$ cat src/rtl/adc_seq_pkg.sv
package adc_seq_pkg;

    typedef enum logic [3:0] {
        ST_OFF,
        ST_RST,
        ST_SETTLE,
        ST_ID,
        ST_MODE,
        ST_CONF,
        ST_IO,
        ST_RC_CONF,
        ST_CAL_CONF,
        ST_CAL_MODE,
        ST_POLL,
        ST_READY,
        ST_FAIL
    } seq_state_e;

    localparam logic [2:0] A_STAT = 3'd0;
    localparam logic [2:0] A_MODE = 3'd1;
    localparam logic [2:0] A_CONF = 3'd2;
    localparam logic [2:0] A_ID   = 3'd4;
    localparam logic [2:0] A_IO   = 3'd5;

    localparam logic [2:0] OP_IDLE  = 3'd2;
    localparam logic [2:0] OP_CAL_Z = 3'd4;
    localparam logic [2:0] OP_CAL_F = 3'd5;

    localparam int RDY_BIT = 7;

    // command byte: bit6 = read, bits 5:3 = register address
    function automatic logic [7:0] cmd_byte(input logic rd, input logic [2:0] addr);
        return {1'b0, rd, addr, 3'b000};
    endfunction

    function automatic logic [15:0] mode_word(input logic [2:0] op, input logic [1:0] clk_src);
        return {op, 5'b0, clk_src, 2'b0, 4'h1};
    endfunction

    function automatic logic [15:0] conf_word(input logic uni, input logic [2:0] gain,
                                              input logic buf_en, input logic [3:0] chan);
        return {3'b0, uni, 1'b0, gain, 3'b0, buf_en, chan};
    endfunction

endpackage

$ cat src/rtl/adc_seq_counter.sv
module adc_seq_counter #(
    parameter int LIMIT = 16
) (
    input  logic clk,
    input  logic rst_n,
    input  logic clr,
    input  logic inc,
    output logic hit
);
    localparam int W = $clog2(LIMIT + 1);
    localparam logic [W-1:0] LAST = W'(LIMIT - 1);

    logic [W-1:0] cnt_d, cnt_q;

    always_comb begin
        cnt_d = cnt_q;
        if (clr)
            cnt_d = '0;
        else if (inc && cnt_q != LAST)
            cnt_d = cnt_q + 1'b1;
    end

    always_ff @(posedge clk or negedge rst_n) begin
        if (!rst_n) cnt_q <= '0;
        else        cnt_q <= cnt_d;
    end

    assign hit = (cnt_q == LAST);
endmodule

$ cat src/rtl/adc_byte_txn.sv
module adc_byte_txn #(
    parameter int MAX_BYTES = 4
) (
    input  logic                     clk,
    input  logic                     rst_n,
    input  logic                     go,
    input  logic [2:0]               len,
    input  logic [8*MAX_BYTES-1:0]   data,
    output logic                     sel,
    output logic                     xfer_start,
    output logic [7:0]               xfer_tx,
    input  logic [7:0]               xfer_rx,
    input  logic                     xfer_done,
    output logic                     txn_done,
    output logic [7:0]               rx_last
);
    localparam int DW = 8 * MAX_BYTES;

    typedef struct packed {
        logic          active;
        logic          waiting;
        logic [2:0]    left;
        logic [DW-1:0] sh;
        logic          start;
        logic [7:0]    tx;
        logic [7:0]    rx;
        logic          done;
    } txn_s;

    txn_s q, d;

    always_comb begin
        d       = q;
        d.start = 1'b0;
        d.done  = 1'b0;
        if (!q.active) begin
            if (go) begin
                d.active  = 1'b1;
                d.waiting = 1'b0;
                d.left    = len;
                d.sh      = data;
            end
        end else if (!q.waiting) begin
            d.start   = 1'b1;
            d.tx      = q.sh[DW-1 -: 8];
            d.waiting = 1'b1;
        end else if (xfer_done) begin
            d.waiting = 1'b0;
            d.rx      = xfer_rx;
            d.sh      = q.sh << 8;
            d.left    = q.left - 3'd1;
            if (q.left == 3'd1) begin
                d.active = 1'b0;
                d.done   = 1'b1;
            end
        end
    end

    always_ff @(posedge clk or negedge rst_n) begin
        if (!rst_n) q <= '0;
        else        q <= d;
    end

    assign sel        = q.active;
    assign xfer_start = q.start;
    assign xfer_tx    = q.tx;
    assign txn_done   = q.done;
    assign rx_last    = q.rx;
endmodule

$ cat src/rtl/adc_bringup_seq.sv
module adc_bringup_seq
    import adc_seq_pkg::*;
#(
    parameter logic [3:0] ID_EXP     = 4'hB,
    parameter int         SETTLE_CYC = 50000,
    parameter int         POLL_MAX   = 1000,
    parameter int         N_CAL_CH   = 3
) (
    input  logic       clk,
    input  logic       rst_n,
    input  logic       start,
    input  logic       recal_req,
    input  logic [2:0] cfg_gain,
    input  logic       cfg_unipolar,
    input  logic       cfg_buffered,
    input  logic [1:0] cfg_clk_src,
    input  logic       cfg_exc_en,
    input  logic [1:0] cfg_exc_cur,
    input  logic [1:0] cfg_exc_dir,
    output logic       spi_sel,
    output logic       xfer_start,
    output logic [7:0] xfer_tx,
    input  logic [7:0] xfer_rx,
    input  logic       xfer_done,
    output logic       busy,
    output logic       done,
    output logic       error
);
    localparam int              CH_W    = (N_CAL_CH > 1) ? $clog2(N_CAL_CH) : 1;
    localparam logic [CH_W-1:0] CH_LAST = CH_W'(N_CAL_CH - 1);

    localparam logic [7:0] C_WR_MODE = cmd_byte(1'b0, A_MODE);
    localparam logic [7:0] C_WR_CONF = cmd_byte(1'b0, A_CONF);
    localparam logic [7:0] C_WR_IO   = cmd_byte(1'b0, A_IO);
    localparam logic [7:0] C_RD_ID   = cmd_byte(1'b1, A_ID);
    localparam logic [7:0] C_RD_STAT = cmd_byte(1'b1, A_STAT);

    typedef struct packed {
        seq_state_e      st;
        logic            issued;
        logic [CH_W-1:0] ch;
        logic            full;
        logic [15:0]     conf;
        logic [1:0]      clk_src;
        logic            go;
        logic [2:0]      len;
        logic [31:0]     data;
        logic            done;
        logic            err;
    } seq_s;

    seq_s q, d;

    logic       txn_done;
    logic [7:0] rx_byte;
    logic       settle_hit, poll_hit;
    logic       settle_clr, settle_inc, poll_clr, poll_inc;

    adc_byte_txn #(.MAX_BYTES(4)) txn_i (
        .clk        (clk),
        .rst_n      (rst_n),
        .go         (q.go),
        .len        (q.len),
        .data       (q.data),
        .sel        (spi_sel),
        .xfer_start (xfer_start),
        .xfer_tx    (xfer_tx),
        .xfer_rx    (xfer_rx),
        .xfer_done  (xfer_done),
        .txn_done   (txn_done),
        .rx_last    (rx_byte)
    );

    assign settle_clr = (q.st != ST_SETTLE);
    assign settle_inc = (q.st == ST_SETTLE);
    assign poll_clr   = (q.st == ST_CAL_CONF);
    assign poll_inc   = (q.st == ST_POLL) && txn_done && !rx_byte[RDY_BIT];

    adc_seq_counter #(.LIMIT(SETTLE_CYC)) settle_cnt_i (
        .clk (clk), .rst_n (rst_n), .clr (settle_clr), .inc (settle_inc), .hit (settle_hit)
    );

    adc_seq_counter #(.LIMIT(POLL_MAX)) poll_cnt_i (
        .clk (clk), .rst_n (rst_n), .clr (poll_clr), .inc (poll_inc), .hit (poll_hit)
    );

    logic [15:0] new_conf, cal_conf, cal_mode;

    always_comb begin
        new_conf = conf_word(cfg_unipolar, cfg_gain, cfg_buffered, 4'd0);
        cal_conf = {q.conf[15:4], 4'(q.ch)};
        cal_mode = mode_word(q.full ? OP_CAL_F : OP_CAL_Z, q.clk_src);

        d      = q;
        d.go   = 1'b0;
        d.done = 1'b0;

        case (q.st)
            ST_OFF, ST_READY, ST_FAIL: begin
                if (start) begin
                    d.err    = 1'b0;
                    d.issued = 1'b0;
                    d.st     = ST_RST;
                end else if (q.st == ST_READY && recal_req) begin
                    if (new_conf != q.conf) begin
                        d.conf   = new_conf;
                        d.issued = 1'b0;
                        d.st     = ST_RC_CONF;
                    end else begin
                        d.done = 1'b1;
                    end
                end
            end
            ST_RST: begin
                if (!q.issued) begin
                    d.go = 1'b1; d.len = 3'd4; d.data = 32'hFFFF_FFFF; d.issued = 1'b1;
                end else if (txn_done) begin
                    d.issued = 1'b0; d.st = ST_SETTLE;
                end
            end
            ST_SETTLE: begin
                if (settle_hit) d.st = ST_ID;
            end
            ST_ID: begin
                if (!q.issued) begin
                    d.go = 1'b1; d.len = 3'd2; d.data = {C_RD_ID, 24'h0}; d.issued = 1'b1;
                end else if (txn_done) begin
                    d.issued = 1'b0;
                    if (rx_byte[3:0] != ID_EXP) begin
                        d.err = 1'b1; d.st = ST_FAIL;
                    end else begin
                        d.st = ST_MODE;
                    end
                end
            end
            ST_MODE: begin
                if (!q.issued) begin
                    d.clk_src = cfg_clk_src;
                    d.go = 1'b1; d.len = 3'd3; d.issued = 1'b1;
                    d.data = {C_WR_MODE, mode_word(OP_IDLE, cfg_clk_src), 8'h0};
                end else if (txn_done) begin
                    d.issued = 1'b0; d.st = ST_CONF;
                end
            end
            ST_CONF: begin
                if (!q.issued) begin
                    d.conf = new_conf;
                    d.go = 1'b1; d.len = 3'd3; d.issued = 1'b1;
                    d.data = {C_WR_CONF, new_conf, 8'h0};
                end else if (txn_done) begin
                    d.issued = 1'b0;
                    d.ch     = '0;
                    d.full   = 1'b0;
                    d.st     = cfg_exc_en ? ST_IO : ST_CAL_CONF;
                end
            end
            ST_IO: begin
                if (!q.issued) begin
                    d.go = 1'b1; d.len = 3'd2; d.issued = 1'b1;
                    d.data = {C_WR_IO, 4'h0, cfg_exc_dir, cfg_exc_cur, 16'h0};
                end else if (txn_done) begin
                    d.issued = 1'b0; d.st = ST_CAL_CONF;
                end
            end
            ST_RC_CONF: begin
                if (!q.issued) begin
                    d.go = 1'b1; d.len = 3'd3; d.issued = 1'b1;
                    d.data = {C_WR_CONF, q.conf, 8'h0};
                end else if (txn_done) begin
                    d.issued = 1'b0; d.ch = '0; d.full = 1'b0; d.st = ST_CAL_CONF;
                end
            end
            ST_CAL_CONF: begin
                if (!q.issued) begin
                    d.go = 1'b1; d.len = 3'd3; d.issued = 1'b1;
                    d.data = {C_WR_CONF, cal_conf, 8'h0};
                end else if (txn_done) begin
                    d.issued = 1'b0; d.st = ST_CAL_MODE;
                end
            end
            ST_CAL_MODE: begin
                if (!q.issued) begin
                    d.go = 1'b1; d.len = 3'd3; d.issued = 1'b1;
                    d.data = {C_WR_MODE, cal_mode, 8'h0};
                end else if (txn_done) begin
                    d.issued = 1'b0; d.st = ST_POLL;
                end
            end
            ST_POLL: begin
                if (!q.issued) begin
                    d.go = 1'b1; d.len = 3'd2; d.issued = 1'b1;
                    d.data = {C_RD_STAT, 24'h0};
                end else if (txn_done) begin
                    d.issued = 1'b0;
                    if (rx_byte[RDY_BIT]) begin
                        if (!q.full) begin
                            d.full = 1'b1; d.st = ST_CAL_CONF;
                        end else if (q.ch == CH_LAST) begin
                            d.done = 1'b1; d.st = ST_READY;
                        end else begin
                            d.full = 1'b0; d.ch = q.ch + 1'b1; d.st = ST_CAL_CONF;
                        end
                    end else if (poll_hit) begin
                        d.err = 1'b1; d.st = ST_FAIL;
                    end
                end
            end
            default: d.st = ST_OFF;
        endcase
    end

    always_ff @(posedge clk or negedge rst_n) begin
        if (!rst_n) begin
            q    <= '0;
            q.st <= ST_OFF;
        end else begin
            q <= d;
        end
    end

    assign busy  = !(q.st == ST_OFF || q.st == ST_READY || q.st == ST_FAIL);
    assign done  = q.done;
    assign error = q.err;
endmodule

$ cat config.mk
export PLATFORM = sky130hd
export DESIGN_NAME = adc_bringup_seq
export DESIGN_NICKNAME = d
export VERILOG_FILES = /design/src/rtl/adc_seq_pkg.sv /design/src/rtl/adc_seq_counter.sv /design/src/rtl/adc_byte_txn.sv /design/src/rtl/adc_bringup_seq.sv
export SDC_FILE = /design/constraint.sdc
export NUM_CORES = 1
export LEC_CHECK = 0
export ABC_AREA = 1
export BUFFER_PORTS_ARGS = -buffer_cell sky130_fd_sc_hd__buf_4
export CAP_MARGIN = 0
export CORE_MARGIN = 4
export CORE_UTILIZATION = 30
export DETAILED_ROUTE_END_ITERATION = 10
export PLACE_DENSITY = 0.55
export SETUP_SLACK_MARGIN = 0.1
export SYNTH_ARGS = -nofsm -noshare
export SYNTH_HDL_FRONTEND = slang
export SYNTH_HIERARCHICAL = 1
export SYNTH_SLANG_ARGS = --single-unit
$ cat constraint.sdc
create_clock -name clk -period 2.2 [get_ports clk]
set_clock_uncertainty 0.1 [all_clocks]
set_input_delay 0.22 -clock clk [delete_from_list [all_inputs] [get_ports clk]]
set_output_delay 0.22 -clock clk [all_outputs]
set_load 0.01 [all_outputs]
==> flow_metrics.tcl, run 1 <==
set metrics [dict create \
    dr.pass1.iters 5 \
    synth_cells 893 \
    dp_hpwl_um 10990 \
    ant_nets 0 \
    portBuffers 34 \
    routed_wl_um 15850 \
    p_sw_mw 3.604 \
    clk_pin_slew_ps 60 \
    pre_cts_slack_ps 225.5 \
    end_kind "flip-flop" \
    outcome "finished clean" \
    numCtsBuffers 17 \
    leakage_nw 4.165 \
    max_stage_delay_ps 370 \
    cp-start-kind "flip-flop" \
    synth.avg_cell_area_um2 7.269 \
    hold_viol 0 \
    ios 38 \
    cts.sinks 116 \
    fmax_ghz 0.5009 \
    worstPathCellList "ha_1, nand2_2, inv_1, nand3_1, nor3_2, buf_4, nor2_1, nand2_1, nand3_1, nor2_4, buf_4, nand4_1, nand2_1" \
    drive_gt1_share_pct 16.61 \
    gp_congestion 0.9069 \
    core-area_mm2 0.02115 \
    rsz0062_at_grt "no" \
    synthesis.area_mm2 0.006491 \
    grt_start_max_net_pins 43 \
    insertedDiodeCount 0 \
    pwr-share-comb_pct 34.2 \
    clockBufferDepth 2 \
    finalSetupTns_ps 0 \
    num_rows 53 \
    critPathKind "flip-flop to flip-flop" \
    vias 5723 \
    fin_crit_ps 1996 \
    worst_pin_slew_ps 609.2 \
    dpl.cell_count 1185 \
    grt.total_usage_pct 14.04 \
    setup_viol 0 \
    vias_per_cell 4.623 \
    clkPwrFrac_pct 29.2 \
    yosysWarnings 6 \
    drv_cap 0 \
    n_fill_cell 2211 \
    synth_nets 922 \
    root_buffer "clkbuf_16" \
    cp_data_arrival_time_ps 2240 \
    drt_iter0_markers 320 \
    fin_nets 979 \
    setup_ws_ps 203.8 \
    antenna_found_initial 0 \
    slew_headroom_pct 59.39 \
    fin_cells 1238 \
    vdd_drop_max_mv 0.5155 \
    fp.dieH_um 155.1 \
    dieArea_mm2 0.02405 \
    powerDensity_mw_per_mm2 1170 \
    wire_per_inst_um 12.80 \
    areaGrowthSynthToFinish_pct 20.68 \
    grt_pass1_wl_um 28010 \
    crit_path_max_fanout 4 \
    seqPwrFrac_pct 36.6 \
    cpMaxStageDelayCell "dfrtp_1" \
    initial_core_util_pct 30.69 \
    dieWidth_um 155.1 \
    drc_errors 0 \
    cts_tree "yes" \
    swShare_pct 39.33 \
    clock_latency_ps 410 \
    internal_power_mw 5.560 \
    required_ps 2440 \
    post-route-period-util_pct 90.74 \
    overflow 0 \
    htreeDepth 4 \
    slew_viol_final 0 \
    grt_pass1_vias 5832 \
    holdCritPathClass "input port to flip-flop" \
]
## power by group through the flow
stage	clock [mW]	sequential [mW]	combinational, mW
after CTS	2.75	3.36	3.08
final	2.68	3.35	3.14
after floorplan	0	3.21	2.39
after global routing	2.85	3.45	3.59
after global placement	0	3.37	3.01
after detailed placement	0	3.38	3.04
## flip-flops by register name, summed over array words and instances, names as in the netlist, 2 cells and up
name	flops
cal_mode	2
poll_cnt_i/cnt_q	10
q	27
cal_conf	7
settle_cnt_i/cnt_q	16
txn_i/rx_last	5
txn_i/xfer_tx	8
txn_i/q	36
## what timing repair did
action,CTS,global route
hold buffers,17,0
pin swaps,0,1
endpoints found under the setup margin,1,9
gates resized for setup,1,6
gates cloned,0,0
hold endpoints to repair,53,0
setup buffers,0,4
## metrics by stage
stage               instance area, um^2  hold WS, ps  utilization (%)  power (mW)
floorplan                          6491       -175.6                -       5.597
global placement                   7030        124.3            33.23       6.387
detailed placement                 7030        120.3            33.23       6.415
CTS                                7772        43.40            36.74       9.186
global route                       7834        67.35            37.03       9.892
finish                             7834        57.08            37.03       9.164
## final timing paths
path | start | end | slack [ps] | cells after the start
worst max-delay path | poll_cnt_i/cnt_q[0] | q[60] | 200 | 13
worst min register to register | txn_i/q[49] | txn_i/xfer_tx[7] | 370 | 2
worst min-delay path | start | error | 60 | 4
worst max register to register | poll_cnt_i/cnt_q[0] | q[60] | 200 | 13
max in group asynchronous | rst_n | q[16] | 1170 | 3
min in group asynchronous | rst_n | poll_cnt_i/cnt_q[9] | 220 | 2
## critical path, delay by kind of cell (launching register included)
kind,cells,cell delay (ps)
adder cells (fa/ha/maj),1,190
buffers and inverters,3,360
flip-flops,1,370
AND/OR/NAND/NOR,9,900
## metal layers
| layer | share of wire, % | routed length (um) | vias to the layer above | track usage (%) |
|---|---|---|---|---|
| met4 | 1.3 | 199 | 0 | 3.869 |
| met2 | 48 | 7553 | 97 | 23.42 |
| met1 | 47 | 7477 | 2696 | 18.32 |
| li1 | - | - | 2911 | - |
| met3 | 3.9 | 618 | 19 | 3.255 |
| met5 | 0 | 0 | - | 0 |
## area by class of cell
type                       count  area (um^2)  share of cell area [%]
timing repair buffer          72        633.1                   8.082
inverter                      77        295.3                   3.769
tap                          275        344.1                   4.392
clock inverter                15        145.1                   1.853
sequential                   116         2905                   37.09
multi-input combinational    666         3085                   39.39
clock buffer                  17        425.4                   5.430
## cells in the final DEF, fill, tap and decap left out, types with 5 or more instances in the layout
cell type and instances:
nand2_1 422, dfrtp_1 114, inv_1 60, nor2_1 55, buf_4 51, nand3_1 49
nand4_1 33, clkbuf_16 17, dlygate4sd3_1 17, nand2_2 15, inv_2 13, nor2_4 10
o21ai_0 9, o21ai_1 9, nand2_4 8, nor2_2 7, inv_6 6, xor2_1 6
nand3_2 5, o2111ai_1 5
Power figures use the tool's default switching activity.
==> run 2: changes to the inputs <==
- GPL_ROUTABILITY_DRIVEN: unset -> 1
- PLACE_DENSITY: 0.55 -> 0.57
- clock period: 2.2 -> 1.7 ns (I/O delays scaled with it)
==> run 2 against run 1 <==
Effect of this change:
- hold slack lost 12 ps
- via count grew 8.4%
- setup slack lost 290 ps
- critical endpoint is now busy
- sequential share of layout area shrank 5.4 points
- flip-flop and latch count is the same
- critical path type is now flip-flop to output pin
- the run now ends with setup timing left
- combinational power grew 79%
- register-to-register slack lost 270 ps
- global-route usage grew 1.0 points
- cell area grew 17%
- clock power grew 41%
- total power grew 50%
==> flow_metrics.tcl, run 2 (synthesized netlist as in run 1, its figures left out) <==
set metrics [dict create \
    outcome "complete, but fails checks" \
    failed_checks "setup timing" \
    mostFrequentLayoutCell "nand2_1" \
    numCtsBuffers 17 \
    clock_latency_ps 430 \
    wire_per_inst_um 13.27 \
    setup_viol 22 \
    swShare_pct 38.65 \
    routed_wl_um 17740 \
    largest_reg_flops 36 \
    clockBufferDepth 2 \
    top_register "txn_i/q" \
    clk_pin_slew_ps 60 \
    worst_pin_slew_ps 505.7 \
    p_total_mw 13.75 \
    htreeDepth 4 \
    clkPwrFrac_pct 27.6 \
    critPathKind "flip-flop to output pin" \
    dp_hpwl_um 11640 \
    root_buffer "clkbuf_16" \
    core-area_mm2 0.02115 \
    fin_crit_ps 1789 \
    fp.dieH_um 155.1 \
    hold_viol 0 \
    portBuffers 34 \
    grt_start_max_net_pins 41 \
    drc_errors 0 \
    grt_pass1_vias 6014 \
    seqPwrFrac_pct 31.5 \
    areaGrowthSynthToFinish_pct 41.40 \
    vias_per_cell 4.645 \
    final_util_pct 43.39 \
    fmax_ghz 0.5590 \
    powerDensity_mw_per_mm2 1498 \
    vias 6206 \
    final_cell_mix "393 x nand2_1, 120 x buf_4, 112 x dfrtp_1" \
    rsz0062_at_grt "yes" \
    drv_cap 0 \
    insertedDiodeCount 0 \
    r2r_slack_ps -70 \
    fin_nets 1077 \
    dpl_cell_area_mm2 0.007556 \
    end_kind "output pin" \
    grt_pass1_wl_um 29390 \
    cp-start-kind "flip-flop" \
    initial_core_util_pct 30.69 \
    required_ps 1430 \
    final_cell_area_mm2 0.009179 \
    cts_tree "yes" \
    fin_hold_ws_ps 45.11 \
    num_rows 53 \
    overflow 0 \
    vdd_drop_max_mv 0.7822 \
    ios 38 \
    dieWidth_um 155.1 \
    leakage_nw 4.791 \
    ant_nets 0 \
    cts.sinks 116 \
    grt.total_usage_pct 15.05 \
    dr.pass1.iters 5 \
    gp_congestion 0.9220 \
    holdCritPathClass "input port to flip-flop" \
    slew_headroom_pct 66.29 \
    setup_ws_ps -88.87 \
    drive_gt1_share_pct 30.44 \
    cp_data_arrival_time_ps 1520 \
    p_sw_mw 5.315 \
    crit_path_max_fanout 4 \
    pwr-share-comb_pct 40.9 \
    n_fill_cell 2076 \
    post-route-period-util_pct 105.2 \
    antenna_found_initial 0 \
    slew_viol_final 0 \
    drt_iter0_markers 390 \
    top_regs "txn_i/q (36), q (27), settle_cnt_i/cnt_q (16)" \
    internal_power_mw 8.437 \
    finalSetupTns_ps -809.1 \
    dieArea_mm2 0.02405 \
]
-- run 2: changes by cell type in the layout (fill, tap and decap cells not counted), moves of 6 or more --
cell,change
nor2_4,+8
inv_1,-9
nand2_4,+8
nand2_2,+20
buf_4,+69
nand3_1,-9
nor2_1,-6
buf_6,+17
buf_12,+6
nand2_1,-29
-- run 2: path summary, 6_finish.rpt --
path / end / start / cells past startpoint
setup / recovery: busy / q[61] / 6
hold / removal: txn_i/q[52] / xfer_done / 5
setup reg to reg: q[61] / settle_cnt_i/cnt_q[0] / 14
hold reg to reg: txn_i/q[20] / txn_i/q[20] / 2
max in group asynchronous: cal_mode[6] / rst_n / 3
min in group asynchronous: txn_i/q[44] / rst_n / 2
-- run 2: layout make-up --
cell class,count,area [um^2],share of cell area (%)
clock buffers,17,425.4,4.635
clock inverters,15,196.4,2.140
inverters,77,331.6,3.612
multi-input cells,667,3413,37.19
flip-flops and latches,116,2908,31.68
well taps,275,344.1,3.749
repair buffers,168,1553,16.92
repair inverters,1,7.507,0.08179
-- run 2: metal layers --
metal / wire (um) / vias to the layer above / global-route usage, %
li1: - / 3134 / -
met1: 8052 / 2932 / 19.48
met2: 8706 / 119 / 24.97
met3: 760 / 21 / 4.061
met4: 216 / 0 / 3.911
met5: 0 / - / 0
-- run 2: timing repair --
action | 4_1_cts | 5_1_grt
cloned | 3 | 3
hold buffers | 18 | 0
setup endpoints to repair | 50 | 94
pin swaps | 37 | 27
buffers inserted | 23 | 16
resized for setup | 65 | 61
endpoints found under the hold margin | 50 | 0
-- run 2: power by group through the flow --
| stage | sequential [mW] | combinational (mW) | clock, mW |
|---|---|---|---|
| 3_3_place_gp | 4.32 | 4.23 | 0 |
| 4_1_cts | 4.30 | 5.05 | 3.89 |
| 2_1_floorplan | 4.16 | 3.10 | 0 |
| 5_1_grt | 4.45 | 6.21 | 4.02 |
| 3_5_place_dp | 4.33 | 4.29 | 0 |
| 6_report | 4.33 | 5.63 | 3.79 |
-- run 2: critical path, cell delays in order (launching register included) --
cell and delay, ps:
dfrtp_2 450, buf_12 140, nor2_4 120, nand3_4 100, nand2_4 90, inv_2 50
buf_4 140
-- run 2: through the flow --
step | cells | setup slack [ps]
after floorplan | 893 | 14.55
after global placement | 1243 | -71.73
after detailed placement | 1243 | -86.98
after CTS | 1319 | -70.22
after global routing | 1336 | -218.6
final | 1336 | -88.87
==> run 3: changes to the inputs <==
--- a/config.mk
+++ b/config.mk
@@ -18,3 +18,2 @@
 export SYNTH_HDL_FRONTEND = slang
-export SYNTH_HIERARCHICAL = 1
 export SYNTH_SLANG_ARGS = --single-unit
--- a/constraint.sdc
+++ b/constraint.sdc
@@ -4,2 +4,2 @@
 set_output_delay 0.17 -clock clk [all_outputs]
-set_load 0.01 [all_outputs]
+set_load 0.005 [all_outputs]
==> run 3 against run 2 <==
Effect of this change:
- the run still ends with setup timing left
- sequential share of layout area is 3.2 points higher
- clock power shrank 49%
- highest routed layer unchanged
- largest power group unchanged
- first-iteration DRC count is 40% lower
- setup slack improved by 27 ps
- count of clock-buffer cells in the layout is 8 lower
==> flow_metrics.tcl, run 3 <==
set metrics [dict create \
    outcome "complete, but fails checks" \
    failed_checks "setup timing" \
    portBuffers 34 \
    wire_per_inst_um 13.82 \
    synth_top_cell_by_area "dfrtp_1" \
    clockBufferDepth 2 \
    hold_viol 0 \
    fin_nets 847 \
    synth_nets 700 \
    async_flop_share_pct 100.0 \
    synth_edf_count 0 \
    critPathKind "flip-flop to flip-flop" \
    drt_iter0_markers 235 \
    internal_power_mw 6.379 \
    clkPwrFrac_pct 18.4 \
    overflow 0 \
    required_ps 1840 \
    routed_wl_um 14510 \
    cts.sinks 107 \
    vdd_drop_max_mv 0.6577 \
    dpl.cell_count 984 \
    yosysMostFrequentCell "nand2_1" \
    pwr-share-comb_pct 44.6 \
    ant_nets 0 \
    use_met2_pct 25.05 \
    insertedDiodeCount 0 \
    vias 4949 \
    setup_ws_ps -62.24 \
    yosysSeqAreaShare_pct 49.05 \
    drv_cap 0 \
    dp_hpwl_um 9947 \
    top_regs "q (27), txn_i.q (27), settle_cnt_i.cnt_q (16)" \
    mostFrequentLayoutCell "nand2_1" \
    holdCritPathClass "input port to flip-flop" \
    rsz0062_at_grt "yes" \
    grt_start_max_net_pins 34 \
    grt_pass1_wl_um 24030 \
    synth.avg_cell_area_um2 8.136 \
    fmax_ghz 0.5675 \
    synth_top_area_share_pct 49.05 \
    grt_use_met1_pct 18.51 \
    cts_tree "yes" \
    clk_pin_slew_ps 70 \
    n_fill_cell 1774 \
    num_rows 49 \
    antenna_found_initial 0 \
    powerDensity_mw_per_mm2 1351 \
    end_kind "flip-flop" \
    r2r_cells 9 \
    synthDistinctLibCells 41 \
    clock_latency_ps 350 \
    setup_viol 11 \
    gp_congestion 0.8724 \
    post-route-period-util_pct 103.7 \
    seqPwrFrac_pct 37.0 \
    areaGrowthSynthToFinish_pct 41.05 \
    final_cell_mix "168 x nand2_1, 117 x buf_4, 103 x dfrtp_1" \
    cp-start-kind "flip-flop" \
    synthTopCellsByArea "dfrtp_1 49%, nand2_1 13%, nand3_1 4.7%" \
    synth_cells 671 \
    core-area_mm2 0.01790 \
    drive_gt1_share_pct 35.69 \
    synth_commonest_cells "194 x nand2_1, 107 x dfrtp_1, 63 x inv_1" \
    p_sw_mw 4.027 \
    initial_core_util_pct 30.49 \
    dieArea_mm2 0.02042 \
    dpl_cell_area_mm2 0.006446 \
    yosysWarnings 0 \
    grt.busiest_layer "met2" \
    hold_depth 3 \
    drc_errors 0 \
    worst_pin_slew_ps 446.8 \
    ios 38 \
    dr.pass1.iters 4 \
    dieWidth_um 142.9 \
    fin_hold_ws_ps 14.10 \
    swShare_pct 38.70 \
    fin_crit_ps 1762 \
    p_total_mw 10.41 \
    grt.total_usage_pct 14.57 \
    crit_path_max_fanout 7 \
    cp_data_arrival_time_ps 1900 \
    synthesis.area_mm2 0.005459 \
    leakage_nw 3.627 \
    ys_seq_elements 107 \
    slew_viol_final 0 \
    htreeDepth 3 \
    root_buffer "clkbuf_16" \
    final_cell_area_mm2 0.007700 \
    fp.dieH_um 142.9 \
    slew_headroom_pct 70.05 \
    grt_pass1_vias 4980 \
    vias_per_cell 4.713 \
    grtUsageMet3_pct 3.684 \
    synthFlopType "dfrtp_1" \
    fin_cells 1050 \
    numCtsBuffers 9 \
]
## run 3: changes by cell type in the layout (fill, tap and decap cells not counted), sizes merged, moves of 7 or more
cell | before | now
nand2 | 446 | 208
o21ai | 22 | 41
a21oi | 5 | 21
nand4 | 33 | 18
nor2 | 72 | 61
o211ai | 1 | 11
dfrtp | 116 | 107
clkbuf | 18 | 10
nor3 | 2 | 9
## run 3: final timing paths
check                                  from                    end  slack (ps)
setup / recovery                      q[63]                  q[32]         -60
hold / removal                  cfg_gain[1]            cal_conf[9]          10
setup reg to reg                      q[63]                  q[32]         -60
hold reg to reg            txn_i.xfer_tx[7]       txn_i.xfer_tx[7]         370
max in group asynchronous             rst_n  settle_cnt_i.cnt_q[8]         810
min in group asynchronous             rst_n            txn_i.q[53]         180
## run 3: cell type report
type / count / area [um^2] / area share [%]
well taps: 229 / 286.5 / 3.721
clock buffers: 9 / 225.2 / 2.925
repair inverters: 1 / 7.507 / 0.09750
flip-flops and latches: 107 / 2683 / 34.84
repair buffers: 158 / 1358 / 17.63
clock inverters: 5 / 31.28 / 0.4062
multi-input cells: 465 / 2790 / 36.24
inverters: 76 / 319.1 / 4.144
## run 3: kinds of logic (layout without fill, tap and decap cells)
logic type | after synthesis | count (layout) | synth area share (%)
compound gates | 96 | 96 | 11.09
buf+inv | 100 | 249 | 7.793
flops | 107 | 107 | 49.05
simple gates | 357 | 358 | 30.03
xor+xnor | 7 | 7 | 1.123
fa+ha+maj | 4 | 4 | 0.9168
## run 3: layer usage
metal	up-vias	routed length, um
met4	0	172
li1	2492	-
met5	-	0
met3	13	440
met1	2381	6443
met2	63	7454
## run 3: metrics by stage
| stage | setup slack [ps] | utilization [%] | TNS, ps |
|---|---|---|---|
| after global routing | -145.8 | 43.01 | -1892 |
| after floorplan | 105.3 | - | 0 |
| after global placement | -40.25 | 36.01 | -267.1 |
| after CTS | -7.703 | 40.24 | -28.26 |
| after detailed placement | -75.49 | 36.01 | -655.6 |
| final | -62.24 | 43.01 | -482.4 |
## run 3: critical path: stages, from the launching register on
cell and delay (ps):
dfrtp_2 440, buf_6 140, nor2_4 310, nand3_2 150
nand2_2 130, nor2_4 40, nand2_2 100, buf_4 120
buf_6 80, a22oi_2 30
## run 3: power by group through the flow
stage | clock (mW) | sequential, mW | combinational (mW)
3_5_place_dp | 0 | 3.87 | 3.57
6_report | 1.92 | 3.85 | 4.64
4_1_cts | 1.99 | 3.84 | 4.05
3_3_place_gp | 0 | 3.83 | 3.54
2_1_floorplan | 0 | 3.72 | 2.42
5_1_grt | 2.08 | 3.94 | 5.17
## run 3: timing repair
item | CTS | global route
gates cloned | 1 | 2
pin swaps | 21 | 25
setup endpoints to repair | 47 | 81
endpoints found under the hold margin | 80 | 0
hold buffers | 14 | 0
gates resized for setup | 60 | 103
setup buffers | 20 | 17
